[src/rtl/cfg_port_pkg.sv]
package cfg_port_pkg;
  typedef enum logic [1:0] {
    KS_LOCKED = 2'd0,
    KS_KEY1   = 2'd1,
    KS_OPEN   = 2'd2
  } key_state_e;

  localparam logic [7:0] DEF_KEY_ENTER = 8'h87;
  localparam logic [7:0] DEF_KEY_EXIT  = 8'hAA;
  localparam logic [7:0] DEF_LDN_REG   = 8'h07;
  localparam logic [7:0] DEF_ID_HI_REG = 8'h20;
  localparam logic [7:0] DEF_ID_LO_REG = 8'h21;
  localparam logic [7:0] DEF_BANK_LO   = 8'h30;
  localparam logic [7:0] LOCKED_RDATA  = 8'hFF;
endpackage

[src/rtl/cfg_addr_decode.sv]
module cfg_addr_decode #(
  parameter int unsigned       ADDR_W  = 16,
  parameter logic [ADDR_W-1:0] BASE_LO = 16'h002E,
  parameter logic [ADDR_W-1:0] BASE_HI = 16'h004E
) (
  input  logic              strap_hi_i,
  input  logic [ADDR_W-1:0] addr_i,
  output logic              idx_sel_o,
  output logic              dat_sel_o
);
  logic [ADDR_W-1:0] base;

  assign base      = strap_hi_i ? BASE_HI : BASE_LO;
  assign idx_sel_o = (addr_i == base);
  assign dat_sel_o = (addr_i == base + ADDR_W'(1));
endmodule

[src/rtl/cfg_key_fsm.sv]
module cfg_key_fsm
  import cfg_port_pkg::*;
#(
  parameter logic [7:0] KEY_ENTER = DEF_KEY_ENTER,
  parameter logic [7:0] KEY_EXIT  = DEF_KEY_EXIT
) (
  input  logic       clk_i,
  input  logic       rst_ni,
  input  logic       idx_wr_i,
  input  logic       dat_wr_i,
  input  logic [7:0] wdata_i,
  output logic       unlocked_o
);
  key_state_e state_q, state_d;

  always_comb begin
    state_d = state_q;
    unique case (state_q)
      KS_LOCKED: if (idx_wr_i && wdata_i == KEY_ENTER) state_d = KS_KEY1;
      KS_KEY1: begin
        if (idx_wr_i && wdata_i == KEY_ENTER) state_d = KS_OPEN;
        else if (idx_wr_i || dat_wr_i)        state_d = KS_LOCKED;
      end
      KS_OPEN:   if (idx_wr_i && wdata_i == KEY_EXIT) state_d = KS_LOCKED;
      default:   state_d = KS_LOCKED;
    endcase
  end

  always_ff @(posedge clk_i or negedge rst_ni) begin
    if (!rst_ni) state_q <= KS_LOCKED;
    else         state_q <= state_d;
  end

  assign unlocked_o = (state_q == KS_OPEN);
endmodule

[src/rtl/cfg_reg_window.sv]
module cfg_reg_window
  import cfg_port_pkg::*;
#(
  parameter logic [15:0] CHIP_ID   = 16'hA231,
  parameter logic [7:0]  KEY_EXIT  = DEF_KEY_EXIT,
  parameter logic [7:0]  LDN_REG   = DEF_LDN_REG,
  parameter logic [7:0]  ID_HI_REG = DEF_ID_HI_REG,
  parameter logic [7:0]  ID_LO_REG = DEF_ID_LO_REG,
  parameter logic [7:0]  BANK_LO   = DEF_BANK_LO
) (
  input  logic       clk_i,
  input  logic       rst_ni,
  input  logic       unlocked_i,
  input  logic       idx_sel_i,
  input  logic       dat_sel_i,
  input  logic       wr_i,
  input  logic       rd_i,
  input  logic [7:0] wdata_i,
  output logic [7:0] rdata_o,
  output logic [7:0] index_o,
  output logic       dev_wr_o,
  output logic       dev_rd_o,
  output logic [7:0] dev_num_o,
  output logic [7:0] dev_reg_o,
  output logic [7:0] dev_wdata_o,
  input  logic [7:0] dev_rdata_i
);
  logic [7:0] index_q, ldn_q;
  logic       banked, idx_wr, ldn_wr;
  logic [7:0] glob_rdata;

  assign banked = (index_q >= BANK_LO);
  assign idx_wr = unlocked_i && wr_i && idx_sel_i && (wdata_i != KEY_EXIT);
  assign ldn_wr = unlocked_i && wr_i && dat_sel_i && (index_q == LDN_REG);

  always_ff @(posedge clk_i or negedge rst_ni) begin
    if (!rst_ni) begin
      index_q <= '0;
      ldn_q   <= '0;
    end else begin
      if (idx_wr) index_q <= wdata_i;
      if (ldn_wr) ldn_q   <= wdata_i;
    end
  end

  always_comb begin
    glob_rdata = 8'h00;
    if (index_q == LDN_REG)        glob_rdata = ldn_q;
    else if (index_q == ID_HI_REG) glob_rdata = CHIP_ID[15:8];
    else if (index_q == ID_LO_REG) glob_rdata = CHIP_ID[7:0];
  end

  always_comb begin
    rdata_o = LOCKED_RDATA;
    if (unlocked_i && rd_i) begin
      if (idx_sel_i)      rdata_o = index_q;
      else if (dat_sel_i) rdata_o = banked ? dev_rdata_i : glob_rdata;
    end
  end

  assign dev_wr_o    = unlocked_i && wr_i && dat_sel_i && banked;
  assign dev_rd_o    = unlocked_i && rd_i && dat_sel_i && banked;
  assign dev_num_o   = ldn_q;
  assign dev_reg_o   = index_q;
  assign dev_wdata_o = wdata_i;
  assign index_o     = index_q;
endmodule

[src/rtl/cfg_index_port.sv]
module cfg_index_port
  import cfg_port_pkg::*;
#(
  parameter int unsigned       ADDR_W    = 16,
  parameter logic [ADDR_W-1:0] BASE_LO   = 16'h002E,
  parameter logic [ADDR_W-1:0] BASE_HI   = 16'h004E,
  parameter logic [15:0]       CHIP_ID   = 16'hA231,
  parameter logic [7:0]        KEY_ENTER = DEF_KEY_ENTER,
  parameter logic [7:0]        KEY_EXIT  = DEF_KEY_EXIT,
  parameter logic [7:0]        LDN_REG   = DEF_LDN_REG,
  parameter logic [7:0]        ID_HI_REG = DEF_ID_HI_REG,
  parameter logic [7:0]        ID_LO_REG = DEF_ID_LO_REG,
  parameter logic [7:0]        BANK_LO   = DEF_BANK_LO
) (
  input  logic              clk_i,
  input  logic              rst_ni,
  input  logic              strap_hi_i,
  input  logic [ADDR_W-1:0] io_addr_i,
  input  logic              io_wr_i,
  input  logic              io_rd_i,
  input  logic [7:0]        io_wdata_i,
  output logic [7:0]        io_rdata_o,
  output logic              dev_wr_o,
  output logic              dev_rd_o,
  output logic [7:0]        dev_num_o,
  output logic [7:0]        dev_reg_o,
  output logic [7:0]        dev_wdata_o,
  input  logic [7:0]        dev_rdata_i
);
  logic idx_sel, dat_sel, unlocked;
  logic [7:0] index_q;

  cfg_addr_decode #(
    .ADDR_W (ADDR_W),
    .BASE_LO(BASE_LO),
    .BASE_HI(BASE_HI)
  ) i_decode (
    .strap_hi_i(strap_hi_i),
    .addr_i    (io_addr_i),
    .idx_sel_o (idx_sel),
    .dat_sel_o (dat_sel)
  );

  cfg_key_fsm #(
    .KEY_ENTER(KEY_ENTER),
    .KEY_EXIT (KEY_EXIT)
  ) i_key (
    .clk_i     (clk_i),
    .rst_ni    (rst_ni),
    .idx_wr_i  (io_wr_i && idx_sel),
    .dat_wr_i  (io_wr_i && dat_sel),
    .wdata_i   (io_wdata_i),
    .unlocked_o(unlocked)
  );

  cfg_reg_window #(
    .CHIP_ID  (CHIP_ID),
    .KEY_EXIT (KEY_EXIT),
    .LDN_REG  (LDN_REG),
    .ID_HI_REG(ID_HI_REG),
    .ID_LO_REG(ID_LO_REG),
    .BANK_LO  (BANK_LO)
  ) i_window (
    .clk_i      (clk_i),
    .rst_ni     (rst_ni),
    .unlocked_i (unlocked),
    .idx_sel_i  (idx_sel),
    .dat_sel_i  (dat_sel),
    .wr_i       (io_wr_i),
    .rd_i       (io_rd_i),
    .wdata_i    (io_wdata_i),
    .rdata_o    (io_rdata_o),
    .index_o    (index_q),
    .dev_wr_o   (dev_wr_o),
    .dev_rd_o   (dev_rd_o),
    .dev_num_o  (dev_num_o),
    .dev_reg_o  (dev_reg_o),
    .dev_wdata_o(dev_wdata_o),
    .dev_rdata_i(dev_rdata_i)
  );
endmodule

[config.mk]
export PLATFORM = sky130hd
export DESIGN_NAME = cfg_index_port
export DESIGN_NICKNAME = d
export VERILOG_FILES = /design/src/rtl/cfg_port_pkg.sv /design/src/rtl/cfg_addr_decode.sv /design/src/rtl/cfg_key_fsm.sv /design/src/rtl/cfg_reg_window.sv /design/src/rtl/cfg_index_port.sv
export SDC_FILE = /design/constraint.sdc
export NUM_CORES = 1
export LEC_CHECK = 0
export BUFFER_PORTS_ARGS = -buffer_cell sky130_fd_sc_hd__buf_2
export CAP_MARGIN = 20
export CORE_UTILIZATION = 44
export CTS_CLUSTER_SIZE = 24
export DETAILED_ROUTE_END_ITERATION = 16
export PLACE_DENSITY = 0.79
export SKIP_LAST_GASP = 1
export SLEW_MARGIN = 0
export SYNTH_ARGS = -nofsm -noshare
export SYNTH_HDL_FRONTEND = slang
export SYNTH_SLANG_ARGS = --single-unit
[constraint.sdc]
create_clock -name clk_i -period 2.1 [get_ports clk_i]
set_input_delay 0 -clock clk_i [delete_from_list [all_inputs] [get_ports clk_i]]
set_output_delay 0 -clock clk_i [all_outputs]
set_load 0.01 [all_outputs]
==> summary.md <==
| Metric | Value |
|---|---|
| Status | complete, no violations |
| Initial Utilization | 46.7% |
| Routability cong. | 0.919 |
| Clock buffer depth | 2 |
| CP Cell Sequence | or4_4, nor2_4, a22oi_1, o221ai_1, buf_2 |
| Crit end category | output port |
| RSZ-0062 raised after global routing | true |
| Async S/R FF share, synth | 100% |
| Critical path's slowest cell | or4_4 |
| Core area | 2780 um^2 |
| Vias | 1362 |
| Synth area leader | dfrtp_1 |
| Post-layout minimum cycle time | 2.03 ns |
| Critical path's largest stage delay | 0.61 ns |
| Reg-to-reg setup timing slack | 0.09 ns |
| Synth unique cells | 42 |
| WP data arrival | 2.03 ns |
| CP Launch Type | register |
| Die footprint | 3180 um^2 |
| Critical Path Fanout Max | 5 |
| Starting DRC count in detailed routing | 77 |
| Slew at the pin with the worst max-slew slack | 0.564 ns |
| Static Leak | 0.000919 uW |
| WL/cell | 16.5 um |
| Htree depth | 1 |
| Syn Nets | 161 |
| Die W | 56.4 um |
| GR Util All Layers | 24.6% |
| Synth top area share | 34.6% |
| I/O pin count | 71 |
| Post-CTS Setup Repair Bufs | 0 |
| CTS tree | built |
| Clk root buf | clkbuf_4 |
| Post-Syn Area | 1300 um^2 |
| Post-synth top flop | dfrtp_1 |
| Cell Rows | 19 |
| # nets final | 237 |
| Critical Path RT | 2.10 ns |
| Worst R2R Start | i_window.dev_reg_o[3] |
| Fmax | 493 MHz |
| Final hold violations | 0 |
| Most frequent cells in the layout | buf_2, dfrtp_1, dlygate4sd3_1, mux2_2, mux2_4 |
| Tcrit/Tclk final | 96.6% |
| Final setup TNS | 0 ns |
| Final ANT Viol Nets | 0 |
| Worst hold-check path type | input port to async pin |
| Max cap viols | 0 |
| Skew final | 0.0121 ns |
| Grt ovf | 0 |
| Seq/Total Area, Yosys | 34.6% |
| Worst reg2reg endpoint | i_window.dev_num_o[0] |
| Fillers | 242 |
| Peak supply drop | 0.000350 V |
| Synthesized area per cell | 10.5 um^2 |
| Clk Latency, worst-skew pair | 0.30 ns |
| Layout cells sized above 1 | 51.3% |
| Yosys reg bits | 18 |
| Gate Count Post-Synth | 124 |
| Clk slew on worst S/H paths | 0.11 ns |
| Initial antenna violation count | 0 |
| Die H | 56.4 um |
| Max-slew headroom | 62.1% |
| Max Slew Vio Count | 0 |
| # port buffers | 70 |
| WHS | 0.143 ns |
| Layout area overhead | 36.7% |
| Largest cells by area after synthesis | dfrtp_1, mux2_4, mux2_2 |
| Final WL | 3.79 mm |
| Setup-failing EPs final | 0 |
| DRC viols | 0 |
| Commonest non-fill, non-tap cell in the layout | buf_2 |
| Place WS | 0.0942 ns |
| Largest net degree at the start of global routing | 19 |
| Final setup margin | 0.0705 ns |
| Via density | 5.92 |
| First-pass GRT wire length | 6.10 mm |
| Crit Path Class | register to output port |
| Clk sinks | 18 |
| Yosys warns | 0 |
| DP Wirelength | 2.85 mm |
| CTS Buf Count | 3 |
| DR pass1 iterations | 4 |
| PwrDens | 382 nW/um^2 |
| R2R cell count | 4 |
| Vias in the first global route | 1241 |
| EDFF count, synth | 0 |
| Diode count | 0 |
## synth_stat cells (2+ instances only)
cell type and count:
a221oi_1 5, mux2_4 8, buf_4 8, clkbuf_1 4
and3_1 2, and4b_1 2, o21ai_0 7, nor2b_1 2
nand3_1 2, dfrtp_1 18, nand4_1 2, nor2_1 7
o211ai_1 2, nand2_1 4, nor3b_1 2, nor4_1 6
a21oi_1 4, a21o_1 2, inv_1 2, nand2b_1 2
or4bb_1 3, nor4b_1 3, mux2_2 8
## metal layers
layer | share of wire [%] | GRT usage, % | up-vias
li1 | - | - | 633
met1 | 44 | 35.3 | 644
met2 | 48 | 37.8 | 76
met3 | 6.3 | 2.30 | 9
met4 | 1.7 | 10.5 | 0
met5 | 0 | 0 | -
## layout make-up
| type | count | area, um^2 | area share [%] |
|---|---|---|---|
| timing repair buffer | 84 | 480 | 27.0 |
| clock buffer | 4 | 36.3 | 2.04 |
| multi-input combinational | 91 | 763 | 43.0 |
| tap | 31 | 38.8 | 2.18 |
| sequential | 18 | 450 | 25.4 |
| inverter | 2 | 7.51 | 0.423 |
## kinds of logic after synthesis
family                 after synthesis  synth area share [%]
DFF                                 18                  34.6
muxes                               16                  16.2
buffers and inverters               15                  7.22
AOI/OAI and AO/OA                   29                  15.7
and+or+nand+nor                     46                  26.3
## flip-flops by register name, summed over array words and instances (netlist names)
name                cells
i_key.state_q           2
i_window.dev_num_o      8
i_window.dev_reg_o      8
## power by group
part / switching (uW) / internal (uW) / leakage, uW
Sequential: 0.0822 / 346 / 0.000246
Combinational: 53.9 / 57.5 / 0.000652
Clock: 114 / 106 / 0.0000210
Total: 168 / 510 / 0.000919
## per-stage QoR
stage | utilization (%) | power, uW | cells | cell area [um^2]
after CTS | 63.7 | 679 | 230 | 1770
after detailed placement | 58.7 | 450 | 216 | 1630
after floorplan | - | 395 | 124 | 1300
after global placement | 58.7 | 447 | 216 | 1630
after global routing | 63.9 | 713 | 230 | 1780
final | 63.9 | 678 | 230 | 1780
## worst max path at each step
stage	slack, ns	endpoint	cells past startpoint	startpoint
floorplan	0.19	i_window.dev_num_o[0]	4	i_window.dev_reg_o[3]
global placement	0.15	i_window.dev_num_o[1]	4	i_window.dev_reg_o[3]
detailed placement	0.09	i_window.dev_num_o[1]	4	i_window.dev_reg_o[3]
CTS	0.02	i_window.dev_reg_o[0]	6	io_wdata_i[4]
global route	-0.01	io_rdata_o[0]	5	i_window.dev_reg_o[3]
finish	0.07	io_rdata_o[0]	5	i_window.dev_reg_o[3]
## worst max-delay path, delay by kind of cell, from the launching register on
family,cells,cell delay [ns]
simple gates,2,0.79
buf+inv,1,0.18
compound gates,2,0.33
flops,1,0.44
## what timing repair did
item | in CTS | in global routing
hold buffers | 10 | 0
resized for setup | 1 | 2
hold endpoints to repair | 32 | 0
pin swaps | 0 | 0
endpoints found under the setup margin | 1 | 9
gates cloned | 0 | 0
(Power assumes the default switching activity.)
